File: src/rtl/clkFallbackPkg.sv
package clkFallbackPkg;
  localparam int FLAG_LOCK = 0;
  localparam int FLAG_OSC  = 1;
  localparam int NUM_FLAGS = 2;

  typedef struct packed {
    logic lockNow;
    logic usePll;
  } ctrlStrobe_t;
endpackage

File: src/rtl/clkFallbackCtrl.sv
module clkFallbackCtrl
  import clkFallbackPkg::*;
#(
  parameter int CNT_W = 8
) (
  input  logic                 clk,
  input  logic                 rstN,
  input  logic                 oscTick,
  input  logic                 pllLockIn,
  input  logic                 oscEnable,
  input  logic [CNT_W-1:0]     startupCnt,
  input  logic                 selWrEn,
  input  logic                 selWrData,
  input  logic                 flagClrEn,
  input  logic [NUM_FLAGS-1:0] flagClrMask,
  input  logic [NUM_FLAGS-1:0] intEn,
  output ctrlStrobe_t          strobe,
  output logic                 pllSel,
  output logic                 lockStat,
  output logic                 oscUpStat,
  output logic [NUM_FLAGS-1:0] flags,
  output logic                 irq
);
  logic [CNT_W-1:0]     tickCnt, tickCntNext;
  logic                 oscUpNext, selNext;
  logic [NUM_FLAGS-1:0] flagSet, flagsNext;
  logic [CNT_W:0]       cntPlusOne;

  assign cntPlusOne = {1'b0, tickCnt} + 1'b1;

  // start-up qualification of the oscillator
  always_comb begin
    oscUpNext   = oscUpStat;
    tickCntNext = tickCnt;
    if (!pllLockIn || !oscEnable) begin
      oscUpNext   = 1'b0;
      tickCntNext = '0;
    end else if (!oscUpStat && oscTick) begin
      if (cntPlusOne >= {1'b0, startupCnt}) oscUpNext = 1'b1;
      else tickCntNext = cntPlusOne[CNT_W-1:0];
    end
  end

  // sticky flags: hardware set beats software clear
  always_comb begin
    flagSet            = '0;
    flagSet[FLAG_LOCK] = (pllLockIn != lockStat);
    flagSet[FLAG_OSC]  = (oscUpNext != oscUpStat);
    flagsNext = (flags & ~(flagClrEn ? flagClrMask : '0)) | flagSet;
  end

  // select bit with hardware fallback
  always_comb begin
    selNext = pllSel;
    if (oscUpStat && !oscUpNext) selNext = 1'b1;
    else if (selWrEn) begin
      if (selWrData) selNext = 1'b1;
      else if (oscUpStat) selNext = 1'b0;
    end
  end

  always_ff @(posedge clk) begin
    if (!rstN) begin
      lockStat  <= 1'b0;
      oscUpStat <= 1'b0;
      tickCnt   <= '0;
      flags     <= '0;
      pllSel    <= 1'b1;
    end else begin
      lockStat  <= pllLockIn;
      oscUpStat <= oscUpNext;
      tickCnt   <= tickCntNext;
      flags     <= flagsNext;
      pllSel    <= selNext;
    end
  end

  assign irq            = |(flags & intEn);
  assign strobe.lockNow = lockStat;
  assign strobe.usePll  = pllSel;
endmodule

File: src/rtl/clkFallbackDp.sv
module clkFallbackDp
  import clkFallbackPkg::*;
#(
  parameter int POST_W = 3
) (
  input  logic              clk,
  input  logic              rstN,
  input  logic              vcoTick,
  input  logic              oscTick,
  input  logic [POST_W-1:0] postDiv,
  input  ctrlStrobe_t       strobe,
  output logic              pllClkEn,
  output logic              busClkEn
);
  localparam int UNLOCK_DIV = 4;
  localparam int DIV4_W     = $clog2(UNLOCK_DIV);
  localparam logic [DIV4_W-1:0] DIV4_LAST = DIV4_W'(UNLOCK_DIV - 1);

  logic [DIV4_W-1:0] div4Cnt;
  logic [POST_W-1:0] postCnt;
  logic              postWrap;

  assign postWrap = (postCnt >= postDiv);

  always_ff @(posedge clk) begin
    if (!rstN) begin
      div4Cnt <= '0;
      postCnt <= '0;
    end else begin
      if (vcoTick) div4Cnt <= div4Cnt + 1'b1;
      if (!strobe.lockNow) postCnt <= '0;
      else if (vcoTick) postCnt <= postWrap ? '0 : postCnt + 1'b1;
    end
  end

  assign pllClkEn = vcoTick && (strobe.lockNow ? postWrap : (div4Cnt == DIV4_LAST));
  assign busClkEn = strobe.usePll ? pllClkEn : oscTick;
endmodule

File: src/rtl/clkFallbackCtl.sv
module clkFallbackCtl
  import clkFallbackPkg::*;
#(
  parameter int CNT_W  = 8,
  parameter int POST_W = 3
) (
  input  logic              clk,
  input  logic              rstN,
  input  logic              vcoTick,
  input  logic              oscTick,
  input  logic              pllLockIn,
  input  logic              oscEnable,
  input  logic [CNT_W-1:0]  startupCnt,
  input  logic [POST_W-1:0] postDiv,
  input  logic              selWrEn,
  input  logic              selWrData,
  input  logic              flagClrEn,
  input  logic [1:0]        flagClrMask,
  input  logic [1:0]        intEn,
  output logic              busClkEn,
  output logic              pllClkEn,
  output logic              pllSel,
  output logic              lockStat,
  output logic              oscUpStat,
  output logic [1:0]        flags,
  output logic              irq
);
  ctrlStrobe_t strobe;

  clkFallbackCtrl #(.CNT_W(CNT_W)) u_ctrl (
    .clk(clk), .rstN(rstN), .oscTick(oscTick), .pllLockIn(pllLockIn),
    .oscEnable(oscEnable), .startupCnt(startupCnt), .selWrEn(selWrEn),
    .selWrData(selWrData), .flagClrEn(flagClrEn), .flagClrMask(flagClrMask),
    .intEn(intEn), .strobe(strobe), .pllSel(pllSel), .lockStat(lockStat),
    .oscUpStat(oscUpStat), .flags(flags), .irq(irq)
  );

  clkFallbackDp #(.POST_W(POST_W)) u_dp (
    .clk(clk), .rstN(rstN), .vcoTick(vcoTick), .oscTick(oscTick),
    .postDiv(postDiv), .strobe(strobe), .pllClkEn(pllClkEn), .busClkEn(busClkEn)
  );
endmodule

File: config.mk
export PLATFORM = sky130hd
export DESIGN_NAME = clkFallbackCtl
export DESIGN_NICKNAME = d
export VERILOG_FILES = /design/src/rtl/clkFallbackPkg.sv /design/src/rtl/clkFallbackCtrl.sv /design/src/rtl/clkFallbackDp.sv /design/src/rtl/clkFallbackCtl.sv
export SDC_FILE = /design/constraint.sdc
export NUM_CORES = 1
export LEC_CHECK = 0
export BUFFER_PORTS_ARGS = -buffer_cell sky130_fd_sc_hd__buf_2
export CELL_PAD_IN_SITES_DETAIL_PLACEMENT = 0
export CELL_PAD_IN_SITES_GLOBAL_PLACEMENT = 1
export CORE_MARGIN = 1
export CORE_UTILIZATION = 40
export CTS_BUF_LIST = sky130_fd_sc_hd__clkbuf_4 sky130_fd_sc_hd__clkbuf_8 sky130_fd_sc_hd__clkbuf_16
export DETAILED_ROUTE_END_ITERATION = 8
export PLACE_DENSITY = 0.8
export SLEW_MARGIN = 20
export SYNTH_ARGS = -nofsm -noshare
export SYNTH_HDL_FRONTEND = slang
export SYNTH_SLANG_ARGS = --single-unit
File: constraint.sdc
create_clock -name clk -period 7.1 [get_ports clk]
set_input_delay 1.42 -clock clk [delete_from_list [all_inputs] [get_ports clk]]
set_output_delay 1.42 -clock clk [all_outputs]
set_load 0.02 [all_outputs]
==> reports/qor.txt, run 1 <==
Status = complete, no violations
RSZ-0062 raised after global routing = false
Lkg Pwr = 0.741 nW
Dpl ws = 2.99 ns
Final WL = 2520 µm
Total grt overflow = 0
Cell variety after synth = 34
Total power = 198 µW
Top-area cell type share of the netlist area = 30.3%
Critical path depth in cells = 8
CP arrival = 2.68 ns
Ant. Diodes = 0
Crit-path leading delay family = compound AO/OA/AOI/OAI gates
Post-synth EDFFs = 0
Dpl cell area = 1380 µm²
Crit-path cells = buf_2 -> ha_1 -> nand2b_1 -> a21o_1 -> a21oi_1 -> a21o_1 -> o22ai_1 -> buf_2
Final-stage net count = 216
Chip Height = 56.5 µm
Worst Path Required = 5.68 ns
Clock sinks = 18
Drt pass-1 iters = 4
CTS tree = built
Worst Path Buf+Inv = 2
Hold buffer count at cts = 0
Clk_skew = 0.00181 ns
Crit-path max FO = 2
Layout cell share with drive strength beyond 1 = 19.9%
Iteration-0 DRC Markers = 17
Final min period = 4.10 ns
Fin Setup TNS = 0 ns
Layout area overhead = 18.7%
Worst r2r src = u_ctrl.tickCnt[2]$_SDFFE_PP0P_
H-tree depth = 1
R2R Setup Slk = 4.01 ns
Max Slew Vio Count = 0
Crit Path Class = in -> out
Syn Inst Count = 143
Mean Syn Cell Area = 8.31 µm²
Commonest register cell after synthesis = dfxtp_1
Die span in x = 56.5 µm
IO Pins = 32
Slowest CP cell = ha_1
Routed len/inst = 12.2 µm
Max Fclk = 244 MHz
CTS Buffer Depth = 2
Slew headroom = 66.8%
Count of buffers from port buffering = 31
Final worst path period share = 57.8%
Postcts setup bufs = 0
Hold Crit Class = reg -> reg
Synthesized Nets = 182
Sequential area share after synthesis = 30.3%
Initial antenna violation count = 0
Max cap viols = 0
Vias in the first global route = 1053
Final Hold Viols = 0
PnR worst setup slack = 3.00 ns
Worst vdd ir = 0.145 mV
Slowest stage delay, CP = 0.28 ns
Power per cell area = 140 nW/µm²
Final HPWL DP = 2050 µm
Reg clk slew, reported paths = 0.10 ns
Largest net degree at the start of global routing = 11
Worst skew pair latency = 0.29 ns
Total track usage = 17.8%
Worst Setup End Kind = output port
# resized after CTS = 0
Total die area = 3190 µm²
Root Buffer = clkbuf_4
R2R depth = 12
First-pass GRT wire length = 4500 µm
FFs w/ async S/R, synth = 0%
Crit. Startpoint = postDiv[0]
Final setup fails = 0
Worst setup SP type = input pin
Via density per instance = 5.42
Worst r2r dst = u_ctrl.flags[1]$_SDFF_PN0_
Worst setup path endpoint = busClkEn
FP Rows = 19
Vias post-DR = 1121
Core Box Area = 2780 µm²
Placer Congestion = 0.805
Ys Warns = 0
Largest area contributor in the netlist = dfxtp_1
Synth Register Bits = 18
Finished Cell Area = 1410 µm²
Total CTS buffers = 3
DRC violations left = 0
Synth top area cells = dfxtp_1 (30%), ha_1 (16%), nand2_1 (4.4%)
Initial Utilization = 42.7%
DRT antenna net count = 0
Cell Area, Synth = 1190 µm²
Pin slew with the least headroom to its limit = 0.496 ns
[synth_stat cells (all sizes together) (2+ instances only)]
cell type,count
xnor2,5
ha,15
a31oi,2
a211oi,2
or4,3
o21ai,4
a21oi,10
nor2,12
o31ai,3
nand3,5
mux2i,2
a21o,2
nor3,2
xor2,5
inv,13
nand2,14
and2,3
a41o,3
nor2b,2
dfxtp,18
and3,3
clkbuf,2
a211o,2
[cells by family (layout without fill, tap and decap cells)]
group | count (synthesis) | after routing | share of synthesized area (%)
AOI/OAI and AO/OA | 35 | 35 | 20.3
xor gates and xnor gates | 10 | 10 | 7.37
adders and majority gates | 15 | 15 | 15.8
buffers and inverters | 15 | 48 | 4.74
DFF | 18 | 18 | 30.3
muxes | 2 | 2 | 1.68
and+or+nand+nor | 48 | 48 | 19.8
[report_power, final]
| part | switching (mW) | leakage (nW) | internal [mW] |
|---|---|---|---|
| Sequential | 0.00204 | 0.146 | 0.103 |
| Combinational | 0.0157 | 0.574 | 0.0136 |
| Clock | 0.0318 | 0.0210 | 0.0313 |
[state kept, by name, indices dropped and copies added, names as in the netlist]
register          cells
u_ctrl.oscUpStat      1
u_ctrl.pllSel         1
u_ctrl.lockStat       1
u_ctrl.tickCnt        8
u_ctrl.flags          2
u_dp.div4Cnt          2
u_dp.postCnt          3
[worst register-to-register path, stage by stage (launching register included)]
cell and delay, ns:
dfxtp_1 0.44, nand3_1 0.20, nor2_1 0.34, and3_1 0.27, xnor2_1 0.08, ha_1 0.28
o21ai_0 0.07, nor2_1 0.27, o2111ai_1 0.32, a21oi_1 0.23, nand3_1 0.10, ha_1 0.27
a21boi_0 0.15
[cell type report]
cell class,instances,area [µm²]
clock buffer,4,36.3
fill,295,1370
inverter,13,48.8
multi-input combinational,110,772
sequential,18,360
tap,31,38.8
timing repair buffer,31,155
[per-layer routing]
| layer | part of all wire (%) | track usage, % | vias up |
|---|---|---|---|
| met3 | 4.4 | 4.84 | 2 |
| met1 | 46 | 21.9 | 509 |
| li1 | - | - | 584 |
| met2 | 49 | 31.3 | 26 |
| met5 | 0 | 0 | - |
| met4 | 0.36 | 3.14 | 0 |
[how the worst min path moves through the flow]
| stage | startpoint | endpoint | slack, ns | cells after the start |
|---|---|---|---|---|
| global placement | u_ctrl.flags[1]$_SDFF_PN0_ | u_ctrl.flags[1]$_SDFF_PN0_ | 0.47 | 2 |
| CTS | u_ctrl.flags[1]$_SDFF_PN0_ | u_ctrl.flags[1]$_SDFF_PN0_ | 0.51 | 2 |
| detailed placement | u_ctrl.flags[1]$_SDFF_PN0_ | u_ctrl.flags[1]$_SDFF_PN0_ | 0.48 | 2 |
| global route | u_ctrl.flags[1]$_SDFF_PN0_ | u_ctrl.flags[1]$_SDFF_PN0_ | 0.56 | 2 |
| finish | u_ctrl.flags[1]$_SDFF_PN0_ | u_ctrl.flags[1]$_SDFF_PN0_ | 0.50 | 2 |
| floorplan | u_ctrl.tickCnt[1]$_SDFFE_PP0P_ | u_ctrl.tickCnt[1]$_SDFFE_PP0P_ | 0.47 | 2 |
[stage by stage]
step,hold slack [ns],instances,utilization [%]
2_1_floorplan,0.471,143,-
3_3_place_gp,0.475,203,49.4
5_1_grt,0.558,207,50.7
3_5_place_dp,0.478,203,49.4
6_report,0.505,207,50.7
4_1_cts,0.507,207,50.7
[cell usage in the layout, fill, tap and decap left out, types with 2 or more instances in the layout]
master,netlist,final
buf_2,0,31
dfxtp_1,18,18
ha_1,15,15
nand2_1,14,14
inv_1,13,13
nor2_1,12,12
a21oi_1,10,10
nand3_1,5,5
xnor2_1,5,5
xor2_1,5,5
o21ai_0,4,4
and3_1,3,3
and2_1,3,3
a41o_1,3,3
o31ai_1,3,3
or4_1,3,3
clkbuf_4,0,3
nor3_1,2,2
a211oi_1,2,2
a211o_1,2,2
a21o_1,2,2
a31oi_1,2,2
nor2b_1,2,2
mux2i_1,2,2
Power figures use the tool's default switching activity.
==> run 2, diff against run 1 <==
- ABC_AREA: unset -> 1
- CORE_UTILIZATION: 40 -> 37
- PLACE_DENSITY: 0.8 -> 0.76
- clock period: 7.1 -> 4.1 ns (I/O delays scaled with it)
==> run 2 against run 1 <==
Non-clock buffer count unchanged. First-iteration DRC count up 59%. Clock skew up 0.0087 ns. Die area up 15%. Sequential cell count unchanged. Register-to-register slack worse by 2.5 ns. Power up 83%. Final area up 5.9%.
==> reports/qor.txt, run 2 <==
Cell variety after synth = 24
Register share of total power = 51.3%
CP arrival = 2.07 ns
Multi-input gate area = 753 µm²
Count leader, synth = nand2_1
Worst r2r dst = u_ctrl.pllSel$_SDFFE_PP1P_
DRT antenna net count = 0
H-tree depth = 1
# resized after CTS = 0
Total track usage = 13.9%
Fill cell count = 342
Core Box Area = 3150 µm²
Top Registers = u_ctrl.tickCnt x8, u_dp.postCnt x3
Vias in the first global route = 926
Commonest register cell after synthesis = dfxtp_1
NetSw = 98.9 µW
Clock sinks = 18
Largest Register = u_ctrl.tickCnt
Synthesized Nets = 217
Ys Warns = 0
Hold path cells = 2
Hold Crit Class = reg -> reg
Commonest non-fill, non-tap cells in the layout = nand2_1 (46), inv_1 (36), buf_2 (31), dfxtp_1 (18), ha_1 (15)
DRC violations left = 0
Clock power share = 30.6%
R2R Setup Slk = 1.47 ns
Layout area overhead = 17.5%
Top-area cell type share of the netlist area = 28.3%
Slew headroom = 77.7%
Worst Path Required = 3.28 ns
Clk_skew = 0.0105 ns
Hold Path End = u_ctrl.flags[0]$_SDFF_PN0_
Worst vdd ir = 0.181 mV
Syn Inst Count = 178
Hold buffer count at cts = 0
Final HPWL DP = 1930 µm
Worst Setup End Kind = output port
Total CTS buffers = 3
Hold path startpoint = u_ctrl.flags[0]$_SDFF_PN0_
Final Hold Viols = 0
Routed len/inst = 9.24 µm
Final WL = 2360 µm
Initial antenna violation count = 0
Worst r2r src = u_ctrl.tickCnt[0]$_SDFFE_PP0P_
Drt pass-1 iters = 4
Count of buffers from port buffering = 31
CTS Buffer Depth = 2
Via density per instance = 4.38
FF/Latch Area = 360 µm²
Synth Register Bits = 18
Iteration-0 DRC Markers = 27
Reg clk slew, reported paths = 0.11 ns
RSZ-0062 raised after global routing = false
Dpl cells = 251
Cell Area, Synth = 1270 µm²
Max Fclk = 346 MHz
IO Pins = 32
Placer Congestion = 0.777
Sequential area share after synthesis = 28.3%
Final min period = 2.89 ns
Worst skew pair latency = 0.30 ns
Worst setup SP type = input pin
FP Rows = 20
Crit Path Class = in -> out
Ant. Diodes = 0
Comb pwr share = 18.1%
Sw frac = 27.3%
Final-stage net count = 251
Mean Syn Cell Area = 7.15 µm²
Max Slew Vio Count = 0
Initial Utilization = 40.4%
Chip Height = 60.6 µm
Commonest non-fill, non-tap cell in the layout = nand2_1
Pin slew with the least headroom to its limit = 0.333 ns
Status = complete, no violations
Int Power = 263 µW
Total grt overflow = 0
Power per cell area = 242 nW/µm²
Layout cell share with drive strength beyond 1 = 24.6%
Synth top area cells = dfxtp_1 (28%), ha_1 (15%), nand2_1 (14%)
R2R depth = 19
Final worst path period share = 70.5%
First-pass GRT wire length = 3840 µm
Vias post-DR = 1118
Max cap viols = 0
Crit-path max FO = 3
Final non-filler cell total = 255
Fin Setup TNS = 0 ns
Final setup fails = 0
Final Util = 47.4%
Largest area contributor in the netlist = dfxtp_1
Largest net degree at the start of global routing = 15
Lkg Pwr = 0.850 nW
Post-synth EDFFs = 0
Die span in x = 60.6 µm
CTS tree = built
Postcts setup bufs = 0
Largest register FFs = 8
Root Buffer = clkbuf_4
FFs w/ async S/R, synth = 0%
Total die area = 3680 µm²
Synth cell count leaders = nand2_1 (46), inv_1 (36), dfxtp_1 (18), ha_1 (15), nor2_1 (13)
[run 2: power groups by stage]
stage	combinational, mW	sequential, mW	clock, mW
detailed placement	0.0663	0.190	0
floorplan	0.0451	0.191	0
global placement	0.0638	0.189	0
finish	0.0654	0.186	0.111
global route	0.0757	0.187	0.124
CTS	0.0668	0.186	0.115
[run 2: metrics by stage]
step | power [mW] | hold slack (ns) | worst slack (ns) | area, µm²
floorplan | 0.236 | 0.455 | 1.49 | 1270
global placement | 0.253 | 0.467 | 1.25 | 1460
detailed placement | 0.256 | 0.477 | 1.21 | 1460
CTS | 0.367 | 0.495 | 1.20 | 1500
global route | 0.386 | 0.508 | 1.01 | 1500
finish | 0.362 | 0.489 | 1.21 | 1500
[run 2: layout make-up]
type / instances / share of cell area (%)
inverter: 36 / 9.04
multi-input combinational: 122 / 50.4
clock buffer: 4 / 2.43
timing repair buffer: 31 / 10.4
tap: 44 / 3.68
sequential: 18 / 24.1
[run 2: worst max-delay path, stage by stage]
cell and delay [ns]:
buf_2 0.10, ha_1 0.27, o21ai_0 0.16, nand2_1 0.07, a21oi_1 0.24, nand2_1 0.09
nand3_1 0.10, a21oi_1 0.06, buf_2 0.16
[run 2: worst max-delay path by stage]
stage                     slack [ns]  cells after the start       start       end
after global routing            1.01                      9  postDiv[0]  busClkEn
final                           1.21                      9  postDiv[0]  busClkEn
after floorplan                 1.49                      8  postDiv[1]  busClkEn
after CTS                       1.20                      9  postDiv[0]  busClkEn
after detailed placement        1.21                      9  postDiv[0]  busClkEn
after global placement          1.25                      9  postDiv[0]  busClkEn
[run 2: cell families (layout without fill, tap and decap cells)]
| logic type | count (synthesis) | in the layout | synth area share, % |
|---|---|---|---|
| adders and majority gates | 15 | 15 | 14.7 |
| AOI/OAI and AO/OA | 16 | 16 | 8.26 |
| DFF | 18 | 18 | 28.3 |
| xor gates and xnor gates | 8 | 8 | 5.51 |
| buffers and inverters | 38 | 71 | 12.5 |
| and+or+nand+nor | 83 | 83 | 30.7 |
[run 2: metal layers]
layer / up-vias / track usage (%) / part of all wire (%)
met5: - / 0 / 0
met4: 0 / 3.90 / 0.64
met3: 2 / 3.84 / 3.9
met2: 20 / 23.2 / 46
met1: 484 / 17.7 / 50
li1: 612 / - / -
==> run 3, diff against run 2 <==
- ABC_AREA: 1 -> 0
- PLACE_DENSITY: 0.76 -> 0.74
- clock period: 4.1 -> 2.8 ns (I/O delays scaled with it)
==> run 3 against run 2 <==
Via count grew 1.3%. Clock skew shrank 0.0081 ns. Sequential power grew 44%. Worst setup slack lost 1.1 ns. Combinational power grew 18%. Hold slack lost 0.0092 ns. Critical endpoint is now u_ctrl.tickCnt[4]$_SDFFE_PP0P_.
==> reports/qor.txt, run 3 (synthesis results as in run 1) <==
First-pass GRT wire length = 4530 µm
Iteration-0 DRC Markers = 41
Crit-path max FO = 9
Status = complete, no violations
Die span in x = 58.7 µm
Layout area overhead = 23.4%
Initial antenna violation count = 0
Final Hold Viols = 0
NetSw = 125 µW
Crit Path Class = reg -> reg
Top Registers = u_ctrl.tickCnt x8, u_dp.postCnt x3
Register share of total power = 56.5%
Largest Register = u_ctrl.tickCnt
# resized after CTS = 0
Clock power share = 27.2%
Total die area = 3440 µm²
Drt pass-1 iters = 4
Sw frac = 26.4%
Final setup fails = 0
Pin slew with the least headroom to its limit = 0.432 ns
Initial Utilization = 38.9%
Most used cell, CP = nor2_1
Root Buffer = clkbuf_4
Comb pwr share = 16.4%
Ant. Diodes = 0
Hold buffer count at cts = 0
Slew headroom = 71.1%
RSZ-0062 raised after global routing = true
Vias post-DR = 1132
Routed len/inst = 11.9 µm
CP arrival = 2.89 ns
PnR worst setup slack = 0.130 ns
Hold path startpoint = selWrData
H-tree depth = 1
Max Slew Vio Count = 0
CTS tree = built
Worst Setup End Kind = flip-flop
Core Box Area = 3050 µm²
Total CTS buffers = 3
Max cap viols = 0
Crit. Startpoint = u_ctrl.tickCnt[2]$_SDFFE_PP0P_
Total track usage = 17.1%
Commonest non-fill, non-tap cell in the layout = buf_2
Final HPWL DP = 2180 µm
Worst setup SP type = flip-flop
Largest register FFs = 8
Worst skew pair latency = 0.29 ns
Worst Path Required = 3.02 ns
Commonest non-fill, non-tap cells in the layout = buf_2 (31), dfxtp_1 (17), ha_1 (15), nand2_1 (14), inv_1 (13)
Final WL = 2670 µm
Chip Height = 58.7 µm
Largest net degree at the start of global routing = 11
Worst r2r src = u_ctrl.tickCnt[2]$_SDFFE_PP0P_
Final worst path period share = 95.4%
Crit-path cells = nand3_1 -> nor2_1 -> buf_4 -> xor2_1 -> ha_1 -> nor3_1 -> nor2_1 -> a211o_2 -> or4_1 -> a21oi_1
Lkg Pwr = 0.764 nW
DRC violations left = 0
FP Rows = 20
Slowest stage delay, CP = 0.40 ns
Clock sinks = 18
IO Pins = 32
Clk_skew = 0.00242 ns
Postcts setup bufs = 0
Total grt overflow = 0
Worst vdd ir = 0.183 mV
CTS Buffer Depth = 2
Reg clk slew, reported paths = 0.10 ns
Total power = 473 µW
DRT antenna net count = 0
Placer Congestion = 0.750
Worst Path Buf+Inv = 1
Slowest CP cell = or4_1
Via density per instance = 5.03
Count of buffers from port buffering = 31
Final-stage net count = 222
Int Power = 348 µW
Dpl ws = 0.0463 ns
Hold Crit Class = in -> reg
Crit-path leading delay family = simple AND/OR/NAND/NOR gates
Power per cell area = 322 nW/µm²
Vias in the first global route = 1084
Max Fclk = 374 MHz
Final min period = 2.67 ns
Layout cell share with drive strength beyond 1 = 23.8%
-- run 3: cell count changes in the layout (fill, tap and decap cells not counted), sizes merged, moves of 3 or more --
cell / delta
o31ai: +3
nor2: -10
nand4: -3
or4: +3
xnor2: +3
inv: -23
nand2: -35
buf: +6
and3: +3
and2: +3
a41o: +3
-- run 3: worst register-to-register path, delay by kind of cell (launching register included) --
family	cells	cell delay, ns
AOI/OAI and AO/OA	2	0.55
and+or+nand+nor	5	1.10
xor gates and xnor gates	1	0.16
DFF	1	0.38
adders and majority gates	1	0.26
buffers and inverters	1	0.16
-- run 3: per-layer routing --
layer,up-vias,routed length (µm),global-route usage (%)
met5,-,0,0
met4,0,38,7.14
met3,5,87,2.86
met2,22,1290,31.2
met1,509,1260,19.6
li1,596,-,-
-- run 3: power by group through the flow --
stage	combinational (mW)	clock (mW)	sequential, mW
global route	0.0877	0.146	0.268
floorplan	0.0422	0	0.275
CTS	0.0778	0.135	0.267
global placement	0.0748	0	0.272
finish	0.0774	0.128	0.267
detailed placement	0.0772	0	0.273
-- run 3: final timing paths --
check	endpoint	depth (start not counted)	slack, ns
worst max register to register	u_ctrl.tickCnt[4]$_SDFFE_PP0P_	10	0.13
worst min register to register	u_ctrl.flags[1]$_SDFF_PN0_	2	0.50
worst min-delay path	u_ctrl.pllSel$_SDFFE_PP1P_	3	0.48
worst max-delay path	u_ctrl.tickCnt[4]$_SDFFE_PP0P_	10	0.13
-- run 3: cell type report --
type                            instances  area [µm²]
Sequential cell                        18         362
Timing Repair Buffer                   37         200
Clock buffer                            3        22.5
Fill cell                             314        1590
Inverter                               13        48.8
Multi-Input combinational cell        110         778
Tap cell                               44        55.1
-- run 3: per-stage QoR --
stage          TNS (ns)  utilization (%)  std cells  cell area, µm²  hold WS [ns]
3_5_place_dp          0             47.0        222            1440         0.487
2_1_floorplan         0                -        143            1190         0.471
6_report              0             48.0        225            1470         0.480
3_3_place_gp          0             47.0        222            1440         0.476
4_1_cts               0             47.8        225            1460         0.475
5_1_grt          -0.179             48.0        225            1470         0.492
